<file path="config.mk">
export PLATFORM = sky130hd
export DESIGN_NAME = hpsel_top
export DESIGN_NICKNAME = d
export VERILOG_FILES = /design/src/rtl/hpsel_pkg.sv /design/src/rtl/hpsel_ctrl.sv /design/src/rtl/hpsel_tree.sv /design/src/rtl/hpsel_top.sv
export SDC_FILE = /design/constraint.sdc
export NUM_CORES = 1
export LEC_CHECK = 0
export ABC_AREA = 0
export BUFFER_PORTS_ARGS = -buffer_cell sky130_fd_sc_hd__buf_2
export CAP_MARGIN = 0
export CELL_PAD_IN_SITES_DETAIL_PLACEMENT = 0
export CELL_PAD_IN_SITES_GLOBAL_PLACEMENT = 2
export CORE_AREA = 2 2 418 420
export CTS_CLUSTER_SIZE = 25
export DETAILED_ROUTE_END_ITERATION = 16
export DIE_AREA = 0 0 420 422
export PLACE_DENSITY = 0.56
export SLEW_MARGIN = 20
export SYNTH_ARGS = -nofsm -noshare
export SYNTH_HDL_FRONTEND = slang
export SYNTH_SLANG_ARGS = --single-unit
</file>
<file path="constraint.sdc">
create_clock -name clk -period 13.4 [get_ports clk]
set_input_delay 0.67 -clock clk [delete_from_list [all_inputs] [get_ports clk]]
set_output_delay 0.67 -clock clk [all_outputs]
set_load 0.005 [all_outputs]
</file>
<file path="src/rtl/hpsel_pkg.sv">
package hpsel_pkg;
  localparam int ID_W    = 10;
  localparam int PRIO_W  = 8;
  localparam logic [ID_W-1:0] NONE_ID = 10'd1023;

  // Strobes from the control side to the datapath
  typedef struct packed {
    logic anyCand;
  } ctl_t;

  // One entry of the comparison tree
  typedef struct packed {
    logic              valid;
    logic [PRIO_W-1:0] prio;
    logic [ID_W-1:0]   id;
    logic              ns;
  } node_t;
endpackage

</file>
<file path="src/rtl/hpsel_ctrl.sv">
module hpsel_ctrl
  import hpsel_pkg::*;
#(
  parameter int NUM_SRC = 96
) (
  input  logic [NUM_SRC-1:0] pendVec,
  input  logic [NUM_SRC-1:0] enVec,
  input  logic [NUM_SRC-1:0] nsVec,
  input  logic               secFwdEn,
  input  logic               nsFwdEn,
  output logic [NUM_SRC-1:0] candMask,
  output ctl_t               ctl
);
  // A source takes part when it is pending, enabled and its class gate is open
  for (genvar i = 0; i < NUM_SRC; i++) begin : g_qual
    assign candMask[i] = pendVec[i] & enVec[i] & (nsVec[i] ? nsFwdEn : secFwdEn);
  end

  always_comb begin
    ctl = '0;
    ctl.anyCand = |candMask;
  end
endmodule

</file>
<file path="src/rtl/hpsel_tree.sv">
module hpsel_tree
  import hpsel_pkg::*;
#(
  parameter int NUM_SRC   = 96,
  parameter int KEEP_BITS = 6
) (
  input  logic                      clk,
  input  logic                      rstN,
  input  logic [NUM_SRC-1:0]        candMask,
  input  logic [NUM_SRC-1:0]        nsVec,
  input  logic [NUM_SRC*PRIO_W-1:0] prioFlat,
  input  ctl_t                      ctl,
  output logic                      winValid,
  output logic [ID_W-1:0]           winId,
  output logic [PRIO_W-1:0]         winPrio,
  output logic                      winNs
);
  localparam int LEVELS = (NUM_SRC > 1) ? $clog2(NUM_SRC) : 1;
  localparam int LEAVES = 1 << LEVELS;
  localparam int NODES  = 2 * LEAVES - 1;
  localparam logic [PRIO_W-1:0] PRIO_MASK = ~((PRIO_W'(1) << (PRIO_W - KEEP_BITS)) - PRIO_W'(1));

  node_t node [NODES];

  // The left child always covers lower IDs, so ties keep the left entry
  function automatic node_t pick(input node_t lft, input node_t rgt);
    if (lft.valid && (!rgt.valid || lft.prio <= rgt.prio)) return lft;
    return rgt;
  endfunction

  for (genvar j = 0; j < LEAVES; j++) begin : g_leaf
    if (j < NUM_SRC) begin : g_real
      assign node[LEAVES-1+j] = '{valid: candMask[j],
                                  prio:  prioFlat[j*PRIO_W +: PRIO_W] & PRIO_MASK,
                                  id:    ID_W'(j),
                                  ns:    nsVec[j]};
    end else begin : g_pad
      assign node[LEAVES-1+j] = '0;
    end
  end

  for (genvar k = 0; k < LEAVES - 1; k++) begin : g_cmp
    assign node[k] = pick(node[2*k+1], node[2*k+2]);
  end

  always_ff @(posedge clk) begin
    if (!rstN) begin
      winValid <= 1'b0;
      winId    <= NONE_ID;
      winPrio  <= '0;
      winNs    <= 1'b0;
    end else if (ctl.anyCand) begin
      winValid <= 1'b1;
      winId    <= node[0].id;
      winPrio  <= node[0].prio;
      winNs    <= node[0].ns;
    end else begin
      winValid <= 1'b0;
      winId    <= NONE_ID;
      winPrio  <= '0;
      winNs    <= 1'b0;
    end
  end
endmodule

</file>
<file path="src/rtl/hpsel_top.sv">
module hpsel_top
  import hpsel_pkg::*;
#(
  parameter int NUM_SRC   = 96,
  parameter int KEEP_BITS = 6
) (
  input  logic                      clk,
  input  logic                      rstN,
  input  logic [NUM_SRC-1:0]        pendVec,
  input  logic [NUM_SRC-1:0]        enVec,
  input  logic [NUM_SRC-1:0]        nsVec,
  input  logic [NUM_SRC*PRIO_W-1:0] prioFlat,
  input  logic                      secFwdEn,
  input  logic                      nsFwdEn,
  output logic                      winValid,
  output logic [ID_W-1:0]           winId,
  output logic [PRIO_W-1:0]         winPrio,
  output logic                      winNs
);
  logic [NUM_SRC-1:0] candMask;
  ctl_t               ctl;

  hpsel_ctrl #(.NUM_SRC(NUM_SRC)) u_ctrl (
    .pendVec  (pendVec),
    .enVec    (enVec),
    .nsVec    (nsVec),
    .secFwdEn (secFwdEn),
    .nsFwdEn  (nsFwdEn),
    .candMask (candMask),
    .ctl      (ctl)
  );

  hpsel_tree #(.NUM_SRC(NUM_SRC), .KEEP_BITS(KEEP_BITS)) u_tree (
    .clk      (clk),
    .rstN     (rstN),
    .candMask (candMask),
    .nsVec    (nsVec),
    .prioFlat (prioFlat),
    .ctl      (ctl),
    .winValid (winValid),
    .winId    (winId),
    .winPrio  (winPrio),
    .winNs    (winNs)
  );
endmodule

</file>
==> flow_summary_export.csv, run 1 <==
group,metric,value,unit
cells_and_area,postLayoutCoreUtil,0.2127,
clocking,htreeDepth,1,
synthesis,yosysTopAreaCell,"ha_1",
clocking,hold_buffers,0,
job,drv_cap,0,
routing,drtAntennaViolNets,0,
clocking,cts_tree,"yes",
worst_setup_path,worstSetupPathType,"input pin to flop",
sta,fin_crit_sh,0.9477,
cells_and_area,stdcell_count,7042,
synthesis,synthTopCellsByCount,"ha_1, inv_1, mux2i_1",
synthesis,synthFlopType,"dfxtp_1",
sta,fin_ws,0.7011,ns
cells_and_area,area_growth_syn_to_layout,37.66,%
sta,relSlewSlack,0.2354,
worst_setup_path,critPathSlowestCell,"or4_1",
clocking,root_buffer,"clkbuf_16",
placed_design,dp_cells,7008,
worst_setup_path,cp_max_fo,8,
floorplan,die_h,422,um
synthesis,ys.warnings.count,0,
clocking,numClockSinks,16,
placed_design,portBuffers,885,
floorplan,dieArea,177200,um2
routing,dr.pass1.iters,5,
synthesis,synth.avg_cell_area,7.552,um2
power,report.power.total,3.702,mW
floorplan,die_w,420,um
clocking,cts.path.max_buffers,2,
global_routing,antenna_found_initial,60,
power,ir_drop,0.0001163,V
floorplan,fp-row-count,153,
synthesis,yosys.cell_types.count,99,
placed_design,dp_hpwl,139100,um
routing,drt-vias-per-instance,4.304,
clocking,cts_buffers,3,
synthesis,netlist_area,26710,um2
placed_design,gp_congestion,0.8987,
worst_setup_path,required,13.62,ns
synthesis,synth_top_area_share,0.2671,
sta,tns,0,ns
routing,drt_iter0_markers,1367,
worst_setup_path,end_kind,"flop",
routing,vias,30310,
cells_and_area,design_area,36760,um2
power,leakagePower,20.69,nW
sta,hold_slack,0.8661,ns
sta,finalSetupViolCount,0,
worst_setup_path,cp-startpoint,"prioFlat[399]",
sta,fmax,78.75,MHz
sta,worst_pin_slew,1.132,ns
synthesis,synth_edf_count,0,
synthesis,yosys_register_bits,16,
synthesis,synth.most_common_cell,"ha_1",
worst_setup_path,start_kind,"input pin",
sta,fin_crit,12.70,ns
routing,wl_per_cell,21.16,um
min_path,hp-class,"input pin to flop",
cells_and_area,drive_above_1_share,0.3210,
placed_design,place_area,36170,um2
global_routing,grt_max_degree,36,
routing,wl,149000,um
synthesis,synth-async-reset-ratio,0,
min_path,min_from,"rstN",
worst_setup_path,critical_path_buf_inv_count,7,
power,powerDensity,100.7,nW/um2
worst_setup_path,crit_family,"compound AO/OA/AOI/OAI gates",
global_routing,grt_overflow,0,
sta,slew_viol_final,0,
cells_and_area,fill_cells,19600,
placed_design,pre_cts_ws,-0.08716,ns
worst_setup_path,critical-path-max-stage-delay,0.61,ns
routing,route.detailed.drc,0,
synthesis,syn_inst,3536,
worst_setup_path,cpMostUsedCell,"ha_1",
synthesis,synthTopCellsByArea,"ha_1, mux2i_1, inv_1",
global_routing,grt_first_pass_wirelength,209400,um
floorplan,start_util,0.1545,
global_routing,grt_pass1_vias,30790,
floorplan,coreArea,172900,um2
sta,hold_viol_final,0,
run_status,status,"finished, final reports clean",
global_routing,track_usage,0.1603,
clocking,clk_pin_slew,0.07,ns
synthesis,ys_seq_area_frac,0.01199,
cells_and_area,finalNetCount,6332,
floorplan,io_pins,1080,
worst_setup_path,worstPathArrival,12.92,ns
==> per-layer routing <==
| layer | vias up | track usage | part of all wire |
|---|---|---|---|
| met4 | 46 | 0.01115 | 0.0089 |
| met5 | - | 0 | 0.0018 |
| li1 | 15380 | - | - |
| met2 | 629 | 0.2930 | 0.50 |
| met1 | 14150 | 0.2053 | 0.45 |
| met3 | 106 | 0.02127 | 0.043 |
==> flip-flops by register name (all words and copies together), names as in the netlist <==
| name | flops |
|---|---|
| u_tree.winId | 8 |
| u_tree.winPrio | 6 |
| u_tree.winValid | 1 |
| u_tree.winNs | 1 |
==> cells in the final DEF (no fill, tap or decap), types with 20 or more instances in the layout <==
| cell | netlist | layout |
|---|---|---|
| or2_2 | 33 | 32 |
| and2_1 | 37 | 37 |
| inv_1 | 559 | 559 |
| and4_1 | 47 | 47 |
| nor2_1 | 204 | 199 |
| o22ai_1 | 61 | 57 |
| a311oi_1 | 32 | 30 |
| buf_4 | 8 | 343 |
| buf_2 | 18 | 883 |
| o211ai_1 | 39 | 39 |
| o21ai_0 | 134 | 124 |
| nor2b_1 | 57 | 57 |
| mux2i_2 | 4 | 25 |
| a21oi_1 | 152 | 146 |
| mux2_2 | 95 | 95 |
| mux2i_1 | 519 | 497 |
| nand2_1 | 229 | 223 |
| o21a_1 | 54 | 53 |
| nand3_1 | 77 | 76 |
| nand4_1 | 46 | 46 |
| ha_1 | 570 | 570 |
| nor3_1 | 21 | 20 |
| nand2b_1 | 21 | 21 |
| a21o_1 | 64 | 64 |
| a211oi_1 | 53 | 50 |
==> final timing paths <==
kind                          end  cells after the start
setup / recovery     u_tree.winNs                     62
hold / removal    u_tree.winValid                      2
==> power breakdown <==
| part | switching (mW) | internal, mW |
|---|---|---|
| Sequential | 0.00796 | 0.0767 |
| Clock | 0.0289 | 0.0458 |
| Combinational | 1.97 | 1.57 |
| Total | 2.01 | 1.69 |
==> cell families (layout without fill, tap and decap cells) <==
group | after synthesis | count (layout) | share of synthesized area
and+or+nand+nor | 855 | 855 | 0.1654
AOI/OAI and AO/OA | 839 | 839 | 0.2204
buffers and inverters | 636 | 1800 | 0.09773
muxes | 619 | 619 | 0.2372
adders and majority gates | 570 | 570 | 0.2671
DFF | 16 | 16 | 0.01199
other | 1 | 18 | 0.0001404
==> repair_timing <==
action	CTS	global route
gates resized for setup	0	97
setup buffers	0	14
endpoints found under the setup margin	0	14
==> area by class of cell <==
class | count | area (um2) | area share
tap | 2325 | 2909 | 0.07913
sequential | 16 | 320.3 | 0.008713
antenna | 16 | 40.04 | 0.001089
multi-input combinational | 2885 | 24150 | 0.6568
clock buffer | 4 | 88.84 | 0.002416
inverter | 561 | 2106 | 0.05728
timing repair buffer | 1235 | 7152 | 0.1945
(Power assumes the default switching activity.)
==> run 2, diff against run 1 <==
--- a/config.mk
+++ b/config.mk
@@ -15,6 +15,7 @@
 export DETAILED_ROUTE_END_ITERATION = 16
 export DIE_AREA = 0 0 420 422
 export PLACE_DENSITY = 0.56
+export RECOVER_POWER = 25
 export SLEW_MARGIN = 20
 export SYNTH_ARGS = -nofsm -noshare
 export SYNTH_HDL_FRONTEND = slang
==> flow_summary_export.csv, run 2 (synthesis results as in run 1) <==
group,metric,value,unit
run_status,status,"finished, final reports clean",
cells_and_area,drive_above_1_share,0.3193,
floorplan,io_pins,1080,
routing,drt-vias-per-instance,4.304,
sta,tns,0,ns
placed_design,place_area,36170,um2
clocking,htreeDepth,1,
routing,wl_per_cell,21.15,um
floorplan,dieArea,177200,um2
clocking,hold_buffers,0,
worst_setup_path,cp_max_fo,8,
global_routing,grt_pass1_vias,30790,
placed_design,gp_congestion,0.8987,
placed_design,portBuffers,885,
routing,drt_iter0_markers,1362,
cells_and_area,design_area,36750,um2
power,report.power.total,3.698,mW
sta,worst_pin_slew,1.148,ns
routing,wl,149000,um
floorplan,fp-row-count,153,
global_routing,met1_usage,0.2053,
routing,route.detailed.drc,0,
worst_setup_path,start_kind,"input pin",
sta,finalSetupViolCount,0,
min_path,hp-class,"input pin to flop",
clocking,clk_pin_slew,0.07,ns
sta,fmax,78.83,MHz
cells_and_area,largestRegisters,"u_tree.winId: 8 flops, u_tree.winPrio: 6 flops",
floorplan,start_util,0.1545,
cells_and_area,finalNetCount,6332,
placed_design,dp_cells,7008,
sta,slew_viol_final,0,
clocking,cts_buffers,3,
sta,relSlewSlack,0.2253,
clocking,cts.path.max_buffers,2,
worst_setup_path,worstSetupPathType,"input pin to flop",
routing,drtAntennaViolNets,0,
sta,fin_ws,0.7142,ns
sta,hold_viol_final,0,
job,drv_cap,0,
sta,fin_crit,12.69,ns
global_routing,grt_max_degree,36,
global_routing,gr-usage-met3,0.02127,
routing,dr.pass1.iters,5,
cells_and_area,top_register,"u_tree.winId",
cells_and_area,area_growth_syn_to_layout,37.62,%
clocking,root_buffer,"clkbuf_16",
global_routing,grt_first_pass_wirelength,209400,um
worst_setup_path,cpMostUsedCell,"ha_1",
cells_and_area,postLayoutCoreUtil,0.2126,
power,ir_drop,0.0001161,V
worst_setup_path,required,13.62,ns
cells_and_area,stdcell_count,7042,
cells_and_area,layout_commonest_cell,"buf_2",
worst_setup_path,end_kind,"flop",
global_routing,grt_overflow,0,
cells_and_area,most-common-layout-cells,"buf_2, ha_1, inv_1",
worst_setup_path,critical-path-max-stage-delay,0.61,ns
worst_setup_path,worstPathArrival,12.91,ns
floorplan,die_w,420,um
power,powerDensity,100.6,nW/um2
clocking,cts_tree,"yes",
global_routing,track_usage,0.1603,
sta,hold_slack,0.8663,ns
placed_design,pre_cts_ws,-0.08716,ns
cells_and_area,largest_reg_flops,8,
sta,fin_crit_sh,0.9467,
worst_setup_path,critPathSlowestCell,"or4_1",
clocking,numClockSinks,16,
global_routing,met2_usage,0.2930,
global_routing,antenna_found_initial,60,
floorplan,coreArea,172900,um2
placed_design,dp_hpwl,139100,um
routing,vias,30310,
power,leakagePower,20.67,nW
floorplan,die_h,422,um
global_routing,grt-busiest-layer,"met2",
## run 2: critical path: cells and delay by family
kind	cells	cell delay, ns
buf+inv	7	0.97
compound gates	29	5.24
mux	3	0.98
fa+ha+maj	7	1.98
simple gates	16	3.00
## run 2: worst paths after layout
kind                      start              end  slack [ns]  cells past startpoint
setup / recovery  prioFlat[399]     u_tree.winNs        0.71                     62
hold / removal             rstN  u_tree.winValid        0.87                      2
## run 2: what timing repair did
item / in CTS / in global routing
resized for setup: 0 / 97
endpoints found under the setup margin: 0 / 14
setup buffers: 0 / 14
## run 2: final cells by class
type,instances,area (um2)
diodes,16,40.04
well taps,2325,2909
multi-input cells,2885,24150
fillers,19590,136100
inverters,561,2106
repair buffers,1235,7142
flip-flops and latches,16,320.3
clock buffers,4,88.84
## run 2: per-layer routing
| layer | up-vias | share of wire |
|---|---|---|
| met3 | 106 | 0.044 |
| met1 | 14140 | 0.45 |
| met2 | 639 | 0.50 |
| li1 | 15380 | - |
| met4 | 46 | 0.0089 |
| met5 | - | 0.0018 |
## run 2: where the power goes
part           leakage [nW]  switching (mW)  internal (mW)  total (mW)
clock                0.0443          0.0290         0.0458      0.0749
combinational          20.5            1.97           1.57        3.54
sequential            0.134         0.00825         0.0767      0.0850
